===== src/rtl/tbu_pkg.sv =====
package tbu_pkg;

   // Register address map of the time base
   typedef enum logic [2:0] {
      A_PSC     = 3'd0,
      A_ARR     = 3'd1,
      A_REP     = 3'd2,
      A_CNT     = 3'd3,
      A_STAT    = 3'd4,
      A_PSC_ACT = 3'd5,
      A_ARR_ACT = 3'd6,
      A_REP_ACT = 3'd7
   } tbu_addr_e;

endpackage


===== src/rtl/tbu_prescaler.sv =====
module tbu_prescaler #(
   parameter int PSC_W = 16
) (
   input  logic             clk_i,
   input  logic             rst_ni,
   input  logic             run_i,
   input  logic             clr_i,
   input  logic [PSC_W-1:0] div_i,
   output logic             tick_o
);

   logic [PSC_W-1:0] pcnt_q;

   assign tick_o = run_i && (pcnt_q == div_i);

   always_ff @(posedge clk_i or negedge rst_ni) begin
      if (!rst_ni) begin
         pcnt_q <= '0;
      end else if (clr_i) begin
         pcnt_q <= '0;
      end else if (run_i) begin
         pcnt_q <= tick_o ? '0 : pcnt_q + 1'b1;
      end
   end

endmodule


===== src/rtl/tbu_counter.sv =====
module tbu_counter #(
   parameter int CNT_W = 16
) (
   input  logic             clk_i,
   input  logic             rst_ni,
   input  logic             tick_i,
   input  logic             clr_i,
   input  logic             ld_i,
   input  logic [CNT_W-1:0] ld_val_i,
   input  logic [CNT_W-1:0] top_i,
   output logic [CNT_W-1:0] cnt_o,
   output logic             wrap_o
);

   logic [CNT_W-1:0] cnt_q;

   assign wrap_o = tick_i && (cnt_q == top_i);
   assign cnt_o  = cnt_q;

   always_ff @(posedge clk_i or negedge rst_ni) begin
      if (!rst_ni) begin
         cnt_q <= '0;
      end else if (clr_i) begin
         cnt_q <= '0;
      end else if (ld_i) begin
         cnt_q <= ld_val_i;
      end else if (tick_i) begin
         cnt_q <= wrap_o ? '0 : cnt_q + 1'b1;
      end
   end

endmodule


===== src/rtl/tbu_repeat.sv =====
module tbu_repeat #(
   parameter int REP_W   = 8,
   parameter bit HAS_REP = 1'b1
) (
   input  logic             clk_i,
   input  logic             rst_ni,
   input  logic             wrap_i,
   input  logic             reload_i,
   input  logic [REP_W-1:0] rep_i,
   output logic             zero_o,
   output logic [REP_W-1:0] rep_cnt_o
);

   if (HAS_REP) begin : g_rep
      logic [REP_W-1:0] rcnt_q;

      always_ff @(posedge clk_i or negedge rst_ni) begin
         if (!rst_ni) begin
            rcnt_q <= '0;
         end else if (reload_i) begin
            rcnt_q <= rep_i;
         end else if (wrap_i && (rcnt_q != '0)) begin
            rcnt_q <= rcnt_q - 1'b1;
         end
      end

      assign zero_o    = (rcnt_q == '0);
      assign rep_cnt_o = rcnt_q;
   end else begin : g_norep
      assign zero_o    = 1'b1;
      assign rep_cnt_o = '0;
   end

endmodule


===== src/rtl/tbu_timebase.sv =====
module tbu_timebase
   import tbu_pkg::*;
#(
   parameter int CNT_W   = 16,
   parameter int PSC_W   = 16,
   parameter int REP_W   = 8,
   parameter bit HAS_REP = 1'b1
) (
   input  logic             clk_i,
   input  logic             rst_ni,
   input  logic             cen_i,
   input  logic             arpe_i,
   input  logic             udis_i,
   input  logic             urs_i,
   input  logic             ug_i,
   input  logic             uie_i,
   input  logic             wr_en_i,
   input  logic [2:0]       wr_addr_i,
   input  logic [CNT_W-1:0] wr_data_i,
   input  logic [2:0]       rd_addr_i,
   output logic [CNT_W-1:0] rd_data_o,
   output logic [CNT_W-1:0] cnt_o,
   output logic             upd_o,
   output logic             flag_o,
   output logic             irq_o
);

   localparam logic [CNT_W-1:0] TOP_RST = '1;

   if (CNT_W < 2 || CNT_W > 32) begin : g_bad_cnt
      $error("tbu_timebase: CNT_W must lie in 2..32");
   end
   if (PSC_W < 1 || PSC_W > CNT_W) begin : g_bad_psc
      $error("tbu_timebase: PSC_W must lie in 1..CNT_W");
   end
   if (REP_W < 1 || REP_W > CNT_W) begin : g_bad_rep
      $error("tbu_timebase: REP_W must lie in 1..CNT_W");
   end

   tbu_addr_e        wa, ra;
   logic             cen_q, upd_q, flag_q;
   logic [PSC_W-1:0] psc_pre, psc_act;
   logic [CNT_W-1:0] arr_pre, arr_act;
   logic [REP_W-1:0] rep_pre, rep_cnt;
   logic             tick, wrap, rep_zero;
   logic             sw_upd, hw_upd, uev, flag_set, flag_clr;
   logic             wr_psc, wr_arr, wr_rep, wr_cnt;

   assign wa = tbu_addr_e'(wr_addr_i);
   assign ra = tbu_addr_e'(rd_addr_i);

   assign wr_psc   = wr_en_i && (wa == A_PSC);
   assign wr_arr   = wr_en_i && (wa == A_ARR);
   assign wr_rep   = wr_en_i && (wa == A_REP);
   assign wr_cnt   = wr_en_i && (wa == A_CNT);
   assign flag_clr = wr_en_i && (wa == A_STAT) && wr_data_i[0];

   // Update sources merge into one event; the strobe decides the flag
   assign sw_upd   = ug_i && !udis_i;
   assign hw_upd   = wrap && rep_zero && !udis_i;
   assign uev      = sw_upd || hw_upd;
   assign flag_set = sw_upd ? !urs_i : hw_upd;

   tbu_prescaler #(.PSC_W(PSC_W)) u_psc (
      .clk_i  (clk_i),
      .rst_ni (rst_ni),
      .run_i  (cen_q),
      .clr_i  (sw_upd),
      .div_i  (psc_act),
      .tick_o (tick)
   );

   tbu_counter #(.CNT_W(CNT_W)) u_cnt (
      .clk_i    (clk_i),
      .rst_ni   (rst_ni),
      .tick_i   (tick),
      .clr_i    (sw_upd),
      .ld_i     (wr_cnt),
      .ld_val_i (wr_data_i),
      .top_i    (arr_act),
      .cnt_o    (cnt_o),
      .wrap_o   (wrap)
   );

   tbu_repeat #(.REP_W(REP_W), .HAS_REP(HAS_REP)) u_rep (
      .clk_i     (clk_i),
      .rst_ni    (rst_ni),
      .wrap_i    (wrap),
      .reload_i  (uev),
      .rep_i     (rep_pre),
      .zero_o    (rep_zero),
      .rep_cnt_o (rep_cnt)
   );

   always_ff @(posedge clk_i or negedge rst_ni) begin
      if (!rst_ni) begin
         cen_q   <= 1'b0;
         upd_q   <= 1'b0;
         flag_q  <= 1'b0;
         psc_pre <= '0;
         psc_act <= '0;
         arr_pre <= TOP_RST;
         arr_act <= TOP_RST;
         rep_pre <= '0;
      end else begin
         cen_q <= cen_i;
         upd_q <= uev;

         if (wr_psc) psc_pre <= wr_data_i[PSC_W-1:0];
         if (wr_arr) arr_pre <= wr_data_i;
         if (wr_rep) rep_pre <= wr_data_i[REP_W-1:0];

         if (uev) begin
            psc_act <= psc_pre;
            arr_act <= arr_pre;
         end
         if (wr_arr && !arpe_i) begin
            arr_act <= wr_data_i;
         end

         if (flag_set) begin
            flag_q <= 1'b1;
         end else if (flag_clr) begin
            flag_q <= 1'b0;
         end
      end
   end

   always_comb begin
      case (ra)
         A_PSC:     rd_data_o = CNT_W'(psc_pre);
         A_ARR:     rd_data_o = arr_pre;
         A_REP:     rd_data_o = CNT_W'(rep_pre);
         A_CNT:     rd_data_o = cnt_o;
         A_STAT:    rd_data_o = CNT_W'(flag_q);
         A_PSC_ACT: rd_data_o = CNT_W'(psc_act);
         A_ARR_ACT: rd_data_o = arr_act;
         A_REP_ACT: rd_data_o = CNT_W'(rep_cnt);
         default:   rd_data_o = '0;
      endcase
   end

   assign upd_o  = upd_q;
   assign flag_o = flag_q;
   assign irq_o  = flag_q && uie_i;

endmodule


===== config.mk =====
export PLATFORM = sky130hd
export DESIGN_NAME = tbu_timebase
export DESIGN_NICKNAME = d
export VERILOG_FILES = /design/src/rtl/tbu_pkg.sv /design/src/rtl/tbu_prescaler.sv /design/src/rtl/tbu_counter.sv /design/src/rtl/tbu_repeat.sv /design/src/rtl/tbu_timebase.sv
export SDC_FILE = /design/constraint.sdc
export NUM_CORES = 1
export LEC_CHECK = 0
export ABC_CLOCK_PERIOD_IN_PS = 6100
export BUFFER_PORTS_ARGS = -buffer_cell sky130_fd_sc_hd__buf_2
export CAP_MARGIN = 20
export CORE_MARGIN = 10
export CORE_UTILIZATION = 60
export DETAILED_ROUTE_END_ITERATION = 8
export PLACE_DENSITY_LB_ADDON = 0.1
export RECOVER_POWER = 100
export SYNTH_ARGS = -nofsm -noshare
export SYNTH_HDL_FRONTEND = slang
export SYNTH_SLANG_ARGS = --single-unit

===== constraint.sdc =====
create_clock -name clk_i -period 6.1 [get_ports clk_i]
set_clock_uncertainty 0.2 [all_clocks]
set_input_delay 0.305 -clock clk_i [delete_from_list [all_inputs] [get_ports clk_i]]
set_output_delay 0.305 -clock clk_i [all_outputs]
set_load 0.02 [all_outputs]

==> impl_metrics.env <==
export IMPL_grt_total_usage_pct=28.0
export IMPL_yosysTopAreaCellShare_pct=31.1
export IMPL_synth_area_leaders="dfrtp_1 (31%), dfstp_2 (13%), mux2_2 (11%), o21ai_0 (4.0%), a21oi_1 (3.9%)"
export IMPL_antenna_found_initial=0
export IMPL_stdcell_count=922
export IMPL_ir_drop_mv=0.231
export IMPL_cts_made_buffers=17
export IMPL_first_iter_violations=885
export IMPL_dp_hpwl_mm=15.1
export IMPL_layout_commonest_cell="dfrtp_1"
export IMPL_worstSkewPairLatency_ps=540
export IMPL_route_vias_total=6225
export IMPL_h_tree_depth=4
export IMPL_violations="capacitance limit, slew limit"
export IMPL_pin_count=66
export IMPL_place_congestion=0.932
export IMPL_timing_final_crit_share_pct=73.8
export IMPL_finalSetupViolCount=0
export IMPL_required_ps=5590
export IMPL_fillCellCount=836
export IMPL_fp_dieW_um=126
export IMPL_overflow=0
export IMPL_cpPeakStageDelay_ps=1360
export IMPL_clockBufferDepth=2
export IMPL_maxCapViolCount=4
export IMPL_ys_warn_count=0
export IMPL_final_antenna_net_count=0
export IMPL_fmax_ghz=0.222
export IMPL_p_per_area_nw_per_um2=353
export IMPL_n_antenna_cell=0
export IMPL_cts_tree="built"
export IMPL_crit_type="in2out"
export IMPL_worst_slew_pin_slew_ps=2790
export IMPL_grt_pass1_wl_mm=34.8
export IMPL_firstDrtPassIters=5
export IMPL_fp_coreArea_um2=10900
export IMPL_min_path_type="in2reg"
export IMPL_syn_to_final_growth_pct=17.8
export IMPL_leakage_nw=3.09
export IMPL_crit_fanout=33
export IMPL_root_buffer="clkbuf_8"
export IMPL_crit_slowest_cell="clkbuf_1"
export IMPL_worstPathArrival_ps=3990
export IMPL_start_util_pct=61.4
export IMPL_drc_errors=0
export IMPL_path_buf_inv=3
export IMPL_placementRows=38
export IMPL_cp_common_cell="clkbuf_1"
export IMPL_ys_seq_area_share_pct=43.7
export IMPL_die_h_um=126
export IMPL_wl_per_cell_um=24.2
export IMPL_crit_chain="clkbuf_1, inv_1, nor2_1, a22o_1, nand2_1, a31oi_1, clkbuf_1"
export IMPL_status="finished with violations"
export IMPL_multi_input_area_um2=3510
export IMPL_rsz0062_at_grt="false"
export IMPL_ys_flop_type="dfrtp_1"
export IMPL_yosys_area_top_type="dfrtp_1"
export IMPL_syn_inst=703
export IMPL_path_clk_slew_ps=50
export IMPL_slew_headroom_pct=-86.0
export IMPL_crit_family="buffers and inverters"
export IMPL_dp_cells=869
export IMPL_syn_nets=737
export IMPL_final_cell_mix="dfrtp_1 (83), mux2_2 (65), nor2_1 (61), o21ai_0 (53), a21oi_1 (52)"
export IMPL_syn_area_per_cell_um2=9.50
export IMPL_power_w=0.00278
export IMPL_fin_crit_ps=4500
export IMPL_final_layout_size_suffix_gt1_share_pct=21.6
export IMPL_dieArea_um2=15800
export IMPL_clock_sinks=115
export IMPL_final_util_pct=72.3
export IMPL_fin_setup_tns_ps=0
export IMPL_finalMaxSlewViolations=195
export IMPL_synth_distinct_cells=52
export IMPL_numPortBuffers=65
export IMPL_critPathCaptureType="primary output"
export IMPL_async_reset_ff_share_pct=100
export IMPL_synth_seq_cells=115
export IMPL_viasPerCell=6.75
export IMPL_grt_pass1_vias=6046
export IMPL_synth_enable_flop_cells=0
export IMPL_grt_start_max_net_pins=66
export IMPL_layout_setup_ws_ps=1600
export IMPL_startpoint_type="primary input"
export IMPL_nNetsFinal=803
export IMPL_wl_mm=22.3
export IMPL_dp_slack_ps=2410
export IMPL_synth_area_um2=6680
export IMPL_regArea_um2=2920
export IMPL_hold_violations=0
worst reg2reg max path: cells and delay by family, from the launching register on:
family	cells	cell delay [ps]
and+or+nand+nor	5	2160
buffers and inverters	2	1290
DFF	1	430
AOI/OAI and AO/OA	1	230
final timing paths:
check,slack [ps],start,endpoint,cells past startpoint
worst max-delay path,1600,rd_addr_i[1],rd_data_o[6],7
worst min register to register,290,arr_pre[8],arr_act[8],2
worst min-delay path,70,udis_i,u_rep.rep_cnt_o[0],4
min in group asynchronous,1000,rst_ni,u_cnt.cnt_o[4],2
max in group asynchronous,1900,rst_ni,psc_pre[9],3
worst max register to register,1730,u_rep.rep_cnt_o[3],flag_o,8
synth_stat cells, types with 8 or more instances:
master / n
xor2_1: 18
nand3_1: 17
inv_1: 17
a22oi_1: 9
dfrtp_1: 83
mux2i_1: 12
a21oi_1: 52
nor2_1: 61
o21ai_0: 53
xnor2_1: 28
a221oi_1: 9
mux2_2: 65
a31oi_1: 26
dfstp_2: 32
nor4_1: 15
nor2b_1: 10
buf_1: 8
nor3_1: 9
nand2_1: 44
nand4_1: 18
clkbuf_1: 31
registers in the layout, summed over array words and instances (netlist names):
register / flops
u_cnt.cnt_o: 16
rep_pre: 8
arr_act: 16
u_psc.pcnt_q: 16
psc_pre: 16
psc_act: 16
flag_o: 1
u_rep.rep_cnt_o: 8
arr_pre: 16
cen_q: 1
upd_o: 1
power breakdown:
part	switching [W]	total [W]	internal (W)	leakage, nW
clock	0.000360	0.00114	0.000778	0.318
combinational	0.000276	0.000518	0.000241	1.40
sequential	0.000181	0.00112	0.000938	1.37
cells by family (layout without fill, tap and decap cells):
kind of cell / after synthesis / in the layout / share of synthesized area, %
compound gates: 181 / 181 / 16.5
xor+xnor: 47 / 47 / 6.27
fa+ha+maj: 3 / 3 / 0.562
buf+inv: 64 / 143 / 3.91
flops: 115 / 115 / 43.7
mux: 77 / 77 / 12.8
simple gates: 216 / 216 / 16.3
cell type report:
cell class	instances	area share, %
clock inverters	9	2.54
inverters	18	0.859
multi-input cells	524	44.6
repair buffers	93	6.76
clock buffers	23	5.93
well taps	140	2.23
flip-flops and latches	115	37.1
stage by stage:
stage / hold slack (ps) / area, um2
detailed placement: 178 / 7050
CTS: 61.8 / 7930
global placement: 166 / 7050
finish: 66.4 / 7870
floorplan: -191 / 6680
global route: 110 / 7870
repair_timing:
action | CTS | global route
gates resized for setup | 0 | 0
setup buffers | 0 | 0
hold buffers | 21 | 0
endpoints found under the hold margin | 108 | 0
layer usage:
metal | global-route usage [%] | vias up | routed length (um)
li1 | - | 2712 | -
met1 | 36.7 | 3062 | 8750
met2 | 41.6 | 396 | 10500
met3 | 8.15 | 55 | 2360
met4 | 12.9 | 0 | 701
met5 | 0 | - | 0
(Power assumes the default switching activity.)
